## config.mk

```make
export PLATFORM = sky130hd
export DESIGN_NAME = txring_engine
export DESIGN_NICKNAME = d
export VERILOG_FILES = /design/src/rtl/txring_pkg.sv /design/src/rtl/txring_csr.sv /design/src/rtl/txring_walker.sv /design/src/rtl/txring_engine.sv
export SDC_FILE = /design/constraint.sdc
export NUM_CORES = 1
export LEC_CHECK = 0
export ABC_AREA = 1
export BUFFER_PORTS_ARGS = -buffer_cell sky130_fd_sc_hd__clkbuf_2
export CORE_ASPECT_RATIO = 0.6
export CORE_MARGIN = 2
export CORE_UTILIZATION = 41
export CTS_CLUSTER_SIZE = 20
export DETAILED_ROUTE_END_ITERATION = 16
export HOLD_SLACK_MARGIN = 0.12
export PLACE_DENSITY = 0.73
export SLEW_MARGIN = 10
export SYNTH_ARGS = -nofsm -noshare
export SYNTH_HDL_FRONTEND = slang
export SYNTH_SLANG_ARGS = --single-unit
```

## constraint.sdc

```tcl
create_clock -name clk -period 5.3 [get_ports clk]
set_input_delay 1.06 -clock clk [delete_from_list [all_inputs] [get_ports clk]]
set_output_delay 1.06 -clock clk [all_outputs]
set_load 0.01 [all_outputs]
```

## src/rtl/txring_pkg.sv

```systemverilog
package txring_pkg;

    localparam int WORD_W     = 32;
    localparam int BYTE_W     = 8;
    localparam int DESC_WORDS = 4;

    // control word bit positions
    localparam int B_OWN   = 31;
    localparam int B_IRQ   = 30;
    localparam int B_LAST  = 29;
    localparam int B_FIRST = 28;
    localparam int B_NOCRC = 27;
    localparam int B_EOR   = 21;
    localparam int B_CHAIN = 20;

    // register selects
    localparam logic [1:0] RA_CTRL = 2'd0;
    localparam logic [1:0] RA_BASE = 2'd1;
    localparam logic [1:0] RA_POLL = 2'd2;
    localparam logic [1:0] RA_STAT = 2'd3;

    typedef enum logic [2:0] {
        W_IDLE,
        W_FETCH,
        W_BUFRD,
        W_STREAM,
        W_WBACK,
        W_SUSP
    } walk_state_e;

    typedef struct packed {
        logic own;
        logic irq;
        logic last;
        logic first;
        logic nocrc;
        logic eor;
        logic chain;
    } desc_ctl_t;

    function automatic desc_ctl_t decode_ctl(input logic [WORD_W-1:0] w);
        desc_ctl_t c;
        c.own   = w[B_OWN];
        c.irq   = w[B_IRQ];
        c.last  = w[B_LAST];
        c.first = w[B_FIRST];
        c.nocrc = w[B_NOCRC];
        c.eor   = w[B_EOR];
        c.chain = w[B_CHAIN];
        return c;
    endfunction

    function automatic logic [WORD_W-1:0] release_own(input logic [WORD_W-1:0] w);
        logic [WORD_W-1:0] r;
        r = w;
        r[B_OWN] = 1'b0;
        return r;
    endfunction

endpackage

```

## src/rtl/txring_csr.sv

```systemverilog
module txring_csr
    import txring_pkg::*;
#(
    parameter int AW = 16
) (
    input  logic              clk,
    input  logic              rst,
    input  logic              reg_wr,
    input  logic [1:0]        reg_addr,
    input  logic [WORD_W-1:0] reg_wdata,
    output logic [WORD_W-1:0] reg_rdata,
    input  logic              busy,
    input  logic              susp,
    input  logic              done_set,
    output logic              run,
    output logic              irq_en,
    output logic [AW-1:0]     base,
    output logic              poll,
    output logic              irq
);

    logic done;

    always_ff @(posedge clk) begin
        if (rst) begin
            run    <= 1'b0;
            irq_en <= 1'b0;
            base   <= '0;
            done   <= 1'b0;
        end else begin
            if (reg_wr && reg_addr == RA_CTRL) begin
                run    <= reg_wdata[0];
                irq_en <= reg_wdata[1];
            end
            if (reg_wr && reg_addr == RA_BASE && !run && !busy) begin
                base <= reg_wdata[AW-1:0];
            end
            if (done_set) begin
                done <= 1'b1;
            end else if (reg_wr && reg_addr == RA_STAT && reg_wdata[0]) begin
                done <= 1'b0;
            end
        end
    end

    assign poll = reg_wr && (reg_addr == RA_POLL);
    assign irq  = done && irq_en;

    always_comb begin
        reg_rdata = '0;
        unique case (reg_addr)
            RA_CTRL: reg_rdata = {{(WORD_W-2){1'b0}}, irq_en, run};
            RA_BASE: reg_rdata = WORD_W'(base);
            RA_POLL: reg_rdata = '0;
            RA_STAT: reg_rdata = {{(WORD_W-3){1'b0}}, busy, susp, done};
            default: reg_rdata = '0;
        endcase
    end

endmodule

```

## src/rtl/txring_walker.sv

```systemverilog
module txring_walker
    import txring_pkg::*;
#(
    parameter int AW   = 16,
    parameter int LENW = 11
) (
    input  logic              clk,
    input  logic              rst,
    input  logic              run,
    input  logic [AW-1:0]     base,
    input  logic              poll,
    output logic              mem_req,
    output logic              mem_we,
    output logic [AW-1:0]     mem_addr,
    output logic [WORD_W-1:0] mem_wdata,
    input  logic              mem_ack,
    input  logic [WORD_W-1:0] mem_rdata,
    output logic [BYTE_W-1:0] tx_tdata,
    output logic              tx_tvalid,
    input  logic              tx_tready,
    output logic              tx_tlast,
    output logic              tx_first,
    output logic              tx_nocrc,
    output logic              busy,
    output logic              susp,
    output logic              done_set
);

    localparam int LANES  = WORD_W / BYTE_W;
    localparam int LANE_W = $clog2(LANES);
    localparam int IDX_W  = $clog2(DESC_WORDS);
    localparam logic [LANE_W-1:0] LANE_TOP = LANE_W'(LANES - 1);
    localparam logic [IDX_W-1:0]  IDX_TOP  = IDX_W'(DESC_WORDS - 1);

    walk_state_e       state;
    logic [AW-1:0]     ptr;
    logic [IDX_W-1:0]  widx;
    logic [WORD_W-1:0] d0;
    logic [LENW-1:0]   remain;
    logic [AW-1:0]     bufptr;
    logic [AW-1:0]     link;
    logic [WORD_W-1:0] wordbuf;
    logic [LANE_W-1:0] lane;
    desc_ctl_t         ctl;
    logic [AW-1:0]     next_ptr;

    assign ctl = decode_ctl(d0);

    // end of ring beats chaining, chaining beats sequential
    always_comb begin
        if (ctl.eor)        next_ptr = base;
        else if (ctl.chain) next_ptr = link;
        else                next_ptr = ptr + AW'(DESC_WORDS);
    end

    always_ff @(posedge clk) begin
        if (rst) begin
            state   <= W_IDLE;
            ptr     <= '0;
            widx    <= '0;
            d0      <= '0;
            remain  <= '0;
            bufptr  <= '0;
            link    <= '0;
            wordbuf <= '0;
            lane    <= '0;
        end else begin
            unique case (state)
                W_IDLE: begin
                    if (run) begin
                        ptr   <= base;
                        widx  <= '0;
                        state <= W_FETCH;
                    end
                end
                W_FETCH: begin
                    if (mem_ack) begin
                        unique case (widx)
                            2'd0: d0     <= mem_rdata;
                            2'd1: remain <= mem_rdata[LENW-1:0];
                            2'd2: bufptr <= mem_rdata[AW-1:0];
                            default: link <= mem_rdata[AW-1:0];
                        endcase
                        if (widx == '0 && !mem_rdata[B_OWN]) begin
                            state <= W_SUSP;
                        end else if (widx == IDX_TOP) begin
                            widx  <= '0;
                            state <= (remain == '0) ? W_WBACK : W_BUFRD;
                        end else begin
                            widx <= widx + 1'b1;
                        end
                    end
                end
                W_BUFRD: begin
                    if (mem_ack) begin
                        wordbuf <= mem_rdata;
                        state   <= W_STREAM;
                    end
                end
                W_STREAM: begin
                    if (tx_tready) begin
                        remain <= remain - 1'b1;
                        if (remain == LENW'(1)) begin
                            lane  <= '0;
                            state <= W_WBACK;
                        end else if (lane == LANE_TOP) begin
                            lane   <= '0;
                            bufptr <= bufptr + 1'b1;
                            state  <= W_BUFRD;
                        end else begin
                            lane <= lane + 1'b1;
                        end
                    end
                end
                W_WBACK: begin
                    if (mem_ack) begin
                        ptr  <= next_ptr;
                        widx <= '0;
                        state <= run ? W_FETCH : W_IDLE;
                    end
                end
                W_SUSP: begin
                    if (!run) begin
                        state <= W_IDLE;
                    end else if (poll) begin
                        widx  <= '0;
                        state <= W_FETCH;
                    end
                end
                default: state <= W_IDLE;
            endcase
        end
    end

    assign mem_req   = (state == W_FETCH) || (state == W_BUFRD) || (state == W_WBACK);
    assign mem_we    = (state == W_WBACK);
    assign mem_wdata = release_own(d0);

    always_comb begin
        unique case (state)
            W_FETCH: mem_addr = ptr + AW'(widx);
            W_BUFRD: mem_addr = bufptr;
            default: mem_addr = ptr;
        endcase
    end

    assign tx_tvalid = (state == W_STREAM);
    assign tx_tdata  = wordbuf[{lane, 3'b000} +: BYTE_W];
    assign tx_tlast  = tx_tvalid && ctl.last && (remain == LENW'(1));
    assign tx_first  = tx_tvalid && ctl.first;
    assign tx_nocrc  = tx_tvalid && ctl.nocrc;

    assign busy     = (state != W_IDLE);
    assign susp     = (state == W_SUSP);
    assign done_set = (state == W_WBACK) && mem_ack && ctl.irq;

endmodule

```

## src/rtl/txring_engine.sv

```systemverilog
module txring_engine
    import txring_pkg::*;
#(
    parameter int AW   = 16,
    parameter int LENW = 11
) (
    input  logic              clk,
    input  logic              rst,
    input  logic              reg_wr,
    input  logic [1:0]        reg_addr,
    input  logic [WORD_W-1:0] reg_wdata,
    output logic [WORD_W-1:0] reg_rdata,
    output logic              mem_req,
    output logic              mem_we,
    output logic [AW-1:0]     mem_addr,
    output logic [WORD_W-1:0] mem_wdata,
    input  logic              mem_ack,
    input  logic [WORD_W-1:0] mem_rdata,
    output logic [BYTE_W-1:0] tx_tdata,
    output logic              tx_tvalid,
    input  logic              tx_tready,
    output logic              tx_tlast,
    output logic              tx_first,
    output logic              tx_nocrc,
    output logic              irq
);

    logic          walk_busy;
    logic          walk_susp;
    logic          walk_done;
    logic          ctl_run;
    logic          ctl_irq_en;
    logic [AW-1:0] ctl_base;
    logic          ctl_poll;

    txring_csr #(.AW(AW)) u_csr (
        .clk       (clk),
        .rst       (rst),
        .reg_wr    (reg_wr),
        .reg_addr  (reg_addr),
        .reg_wdata (reg_wdata),
        .reg_rdata (reg_rdata),
        .busy      (walk_busy),
        .susp      (walk_susp),
        .done_set  (walk_done),
        .run       (ctl_run),
        .irq_en    (ctl_irq_en),
        .base      (ctl_base),
        .poll      (ctl_poll),
        .irq       (irq)
    );

    txring_walker #(.AW(AW), .LENW(LENW)) u_walk (
        .clk       (clk),
        .rst       (rst),
        .run       (ctl_run),
        .base      (ctl_base),
        .poll      (ctl_poll),
        .mem_req   (mem_req),
        .mem_we    (mem_we),
        .mem_addr  (mem_addr),
        .mem_wdata (mem_wdata),
        .mem_ack   (mem_ack),
        .mem_rdata (mem_rdata),
        .tx_tdata  (tx_tdata),
        .tx_tvalid (tx_tvalid),
        .tx_tready (tx_tready),
        .tx_tlast  (tx_tlast),
        .tx_first  (tx_first),
        .tx_nocrc  (tx_nocrc),
        .busy      (walk_busy),
        .susp      (walk_susp),
        .done_set  (walk_done)
    );

endmodule

```

==> summary.txt <==
Worst setup path
  • Capturing instance or port of the critical path: mem_addr[9]
  • R2R Path Start: u_walk.state[1]$_SDFFE_PP0P_
  • Type of the worst setup path: reg -> out
  • R2R depth: 7
  • Startpoint of the most critical setup path: u_walk.state[2]$_SDFFE_PP0P_
  • Critical Path End Type: output pin
  • Required time of the critical path: 4.24 ns
  • Worst reg-to-reg setup slack: roughly 2.3 ns
  • CP Data Arrival Time: 2.77 ns
  • Top fanout value on the critical path: 15
  • Crit path launch type: flop
  • Worst reg2reg endpoint: u_walk.wordbuf[9]$_SDFFE_PP0P_

Detailed routing
  • Count of routing violations after the opening detailed-route iteration: between 800 and 900
  • Residual DRC: 0
  • Antenna viol nets, final: 0
  • Routed via count: 8632
  • Avg WL per Cell: ~16 µm
  • Number of vias per cell after detailed routing: around 5.4
  • Wirelength, routed: approximately 26000 µm
  • First-pass iteration count of the detailed router: 5

Power and ir drop
  • Highest ir drop seen on vdd: 0.275 mV
  • Ratio of total power to cell area: about 450 nW/µm²
  • Overall power of the completed layout: about 0.0043 W
  • Standby leakage power: 3.92 nW

STA
  • Final Hold Fails: 0
  • Final-report max-slew violation count: 0
  • RSZ-0062 raised after global routing: false
  • Actual slew at the worst max-slew pin: 1.19 ns
  • Final worst path period share: between 70% and 80%
  • Fmax: about 260 MHz
  • Setup TNS after final layout: 0 ns
  • Period minus WS final: about 3.8 ns
  • Max_slew headroom: between 20% and 30%
  • Clock Skews: 0.00899 ns
  • Number of failing setup endpoints in the final timing report: 0
  • Final hold slack: approximately 0.44 ns

Finish
  • Final net count: 1401
  • Final Util: between 40 and 50%
  • Layout cell share with drive strength beyond 1: 15.9%
  • Area growth from synthesis to layout: 15.6%

Placement
  • Detailed Place HPWL: 18700 µm
  • RD Place Congestion: about 0.95
  • Port bufs: between 100 and 150

Floorplanning
  • Die outline height: 114 µm
  • Total I/O pin count: 166
  • Die Outline Area: around 21000 µm²
  • Std-Cell Rows: 40
  • Core Region: between 15000 and 20000 µm²
  • Die X: roughly 190 µm
  • Initial Util: about two fifths

Global route
  • Via count of the first global-routing pass: around 7.6k
  • Number of antenna violations at the first check in global routing: 1
  • Met3 track demand over resource in global routing: 5.97%
  • GR peak layer: met1
  • Global routing met1 resource utilization: 36.1%
  • Maximum number of pins on one net before global-route repair: between 50 and 60
  • First-pass GRT wire length: a little over 40000 µm
  • Routing usage on met2: between 30 and 40%
  • GRT Residual Overflow: 0
  • GR Util All Layers: about a quarter

Clock network
  • Clock buffer depth: 2
  • Number of buffers added by the clock tree synthesis step: 17
  • Clock network latency to the later pin of the worst-skew pair: 0.42 ns
  • Max H-tree Level: 4
  • Clock sink count: 148
  • Clock edge transition at the registers on the reported setup and hold paths: approximately 0.06 ns
  • CTS Root Buffer Type: sky130_fd_sc_hd__clkbuf_16
  • Post-CTS Hold Fix Bufs: 0
  • Clock tree from TritonCTS: built
  • Number of buffers added for setup after CTS: 0
  • Quantity of gates resized following cts: 0

Logic synthesis
  • Cell count after synthesis: 1225
  • Post-synth EDFFs: 0
  • Post-synthesis sequential element count: 148
  • Fraction of registers with async set or reset after synthesis: 0%
  • Register area share after synthesis: between 30% and 40%
  • Post-synth top flop: sky130_fd_sc_hd__dfxtp_1
  • Yosys synthesis warning count: 0
  • Number of different library cells in the post-synthesis netlist: 45
  • Average cell area after synthesis: about 6.7 µm²
  • Mapped Area: 8200 µm²

Min path
  • Hold Path Class: reg -> reg

Status
  • Result of the run: completed

Run
  • Number of max-cap violations: 0
## power breakdown
| group | internal, W | leakage, nW | switching (W) |
|---|---|---|---|
| combinational | 0.000493 | 2.41 | 0.00100 |
| clock | 0.000808 | 0.304 | 0.000522 |
| sequential | 0.00128 | 1.20 | 0.000189 |
| total | 0.00258 | 3.92 | 0.00171 |
## Yosys cell counts (5+ instances only)
master	instances	area [µm²]
sky130_fd_sc_hd__o21ai_2	5	43.8
sky130_fd_sc_hd__nand4_1	15	93.8
sky130_fd_sc_hd__o221ai_1	11	96.3
sky130_fd_sc_hd__o21ai_1	15	75.1
sky130_fd_sc_hd__nand2_1	209	785
sky130_fd_sc_hd__o22ai_1	12	75.1
sky130_fd_sc_hd__buf_2	14	70.1
sky130_fd_sc_hd__buf_1	5	18.8
sky130_fd_sc_hd__inv_1	123	462
sky130_fd_sc_hd__a21oi_2	6	52.6
sky130_fd_sc_hd__dfxtp_1	148	2960
sky130_fd_sc_hd__buf_4	26	195
sky130_fd_sc_hd__buf_6	7	78.8
sky130_fd_sc_hd__clkbuf_1	31	116
sky130_fd_sc_hd__nor3_1	9	45.0
sky130_fd_sc_hd__o211ai_1	10	75.1
sky130_fd_sc_hd__nand3_1	78	390
sky130_fd_sc_hd__ha_1	13	163
sky130_fd_sc_hd__o21ai_0	129	646
sky130_fd_sc_hd__nor2_1	163	612
sky130_fd_sc_hd__inv_2	5	18.8
sky130_fd_sc_hd__a21oi_1	145	726
sky130_fd_sc_hd__nor2_2	6	37.5
sky130_fd_sc_hd__xor2_1	7	61.3
## critical path, cell delays in order, from the launching register on
cell,delay (ns)
sky130_fd_sc_hd__dfxtp_1,0.64
sky130_fd_sc_hd__nor2_8,0.08
sky130_fd_sc_hd__nand2_1,0.49
sky130_fd_sc_hd__nand2_2,0.32
sky130_fd_sc_hd__inv_1,0.41
sky130_fd_sc_hd__nand2_1,0.09
sky130_fd_sc_hd__o211ai_1,0.13
sky130_fd_sc_hd__clkbuf_2,0.19
## metrics by stage
stage | cells | instance area [µm²] | setup slack (ns)
2_1_floorplan | 1241 | 8260 | 2.61
3_3_place_gp | 1570 | 8840 | 2.05
3_5_place_dp | 1570 | 8840 | 2.02
4_1_cts | 1602 | 9480 | 1.56
5_1_grt | 1602 | 9480 | 1.37
6_report | 1603 | 9480 | 1.47
## cell usage in the layout, fill, tap and decap left out, types with 4 or more instances in the layout
cell                        synthesis  final
sky130_fd_sc_hd__dfxtp_1          148    148
sky130_fd_sc_hd__o21ai_1           15     15
sky130_fd_sc_hd__nor2_1           163    163
sky130_fd_sc_hd__clkbuf_2           0    132
sky130_fd_sc_hd__inv_1            123    122
sky130_fd_sc_hd__inv_2              5      6
sky130_fd_sc_hd__clkbuf_16          0     17
sky130_fd_sc_hd__nor2_2             6      6
sky130_fd_sc_hd__xor2_1             7      7
sky130_fd_sc_hd__a21oi_2            6      6
sky130_fd_sc_hd__nor3_1             9      9
sky130_fd_sc_hd__o21ai_0          129    129
sky130_fd_sc_hd__o21ai_2            5      5
sky130_fd_sc_hd__ha_1              13     13
sky130_fd_sc_hd__conb_1             1     17
sky130_fd_sc_hd__o221ai_1          11     11
sky130_fd_sc_hd__o22ai_1           12     12
sky130_fd_sc_hd__inv_6              1      5
sky130_fd_sc_hd__o211ai_1          10     10
sky130_fd_sc_hd__nand2_1          209    209
sky130_fd_sc_hd__nand4_1           15     15
sky130_fd_sc_hd__nand3_1           78     78
sky130_fd_sc_hd__bufinv_16          0      4
sky130_fd_sc_hd__buf_4             26      7
sky130_fd_sc_hd__a21oi_1          145    145
## sequential cells by signal, indices dropped and copies added, names as in the netlist
register	cells
u_csr.base	16
u_csr.done	1
u_csr.irq_en	1
u_csr.run	1
u_walk.bufptr	16
u_walk.d0	31
u_walk.lane	2
u_walk.link	16
u_walk.ptr	16
u_walk.remain	11
u_walk.state	3
u_walk.widx	2
u_walk.wordbuf	32
## worst min-delay path by stage
stage | from | endpoint | slack, ns | cells after the start
after floorplan | u_walk.wordbuf[10]$_SDFFE_PP0P_ | u_walk.wordbuf[10]$_SDFFE_PP0P_ | 0.44 | 2
after global placement | u_walk.d0[5]$_SDFFE_PP0P_ | u_walk.d0[5]$_SDFFE_PP0P_ | 0.43 | 2
after detailed placement | u_walk.d0[13]$_SDFFE_PP0P_ | u_walk.d0[13]$_SDFFE_PP0P_ | 0.44 | 2
after CTS | u_walk.d0[19]$_SDFFE_PP0P_ | u_walk.d0[19]$_SDFFE_PP0P_ | 0.45 | 2
after global routing | u_walk.d0[5]$_SDFFE_PP0P_ | u_walk.d0[5]$_SDFFE_PP0P_ | 0.46 | 2
final | u_walk.d0[19]$_SDFFE_PP0P_ | u_walk.d0[19]$_SDFFE_PP0P_ | 0.44 | 2
## kinds of logic after synthesis
| group | after synthesis | synth area share [%] |
|---|---|---|
| AOI/OAI and AO/OA | 342 | 22.6 |
| xor gates and xnor gates | 9 | 0.961 |
| adders and majority gates | 14 | 2.23 |
| buffers and inverters | 215 | 12.0 |
| DFF | 148 | 36.1 |
| other | 1 | 0.0457 |
| and+or+nand+nor | 496 | 26.0 |
## routing by layer
layer | routed length [µm] | vias to the layer above
met2 | 10400 | 414
met1 | 12200 | 3990
met3 | 2770 | 34
li1 | - | 4194
met5 | 0 | -
met4 | 342 | 0
## cell type report
class / instances / area, µm²
flip-flops and latches: 148 / 2960
clock inverters: 14 / 200
clock buffers: 18 / 439
diodes: 1 / 2.50
well taps: 273 / 342
repair buffers: 139 / 713
multi-input cells: 878 / 4320
inverters: 132 / 505
fillers: 2052 / 10300
Power figures use the tool's default switching activity.
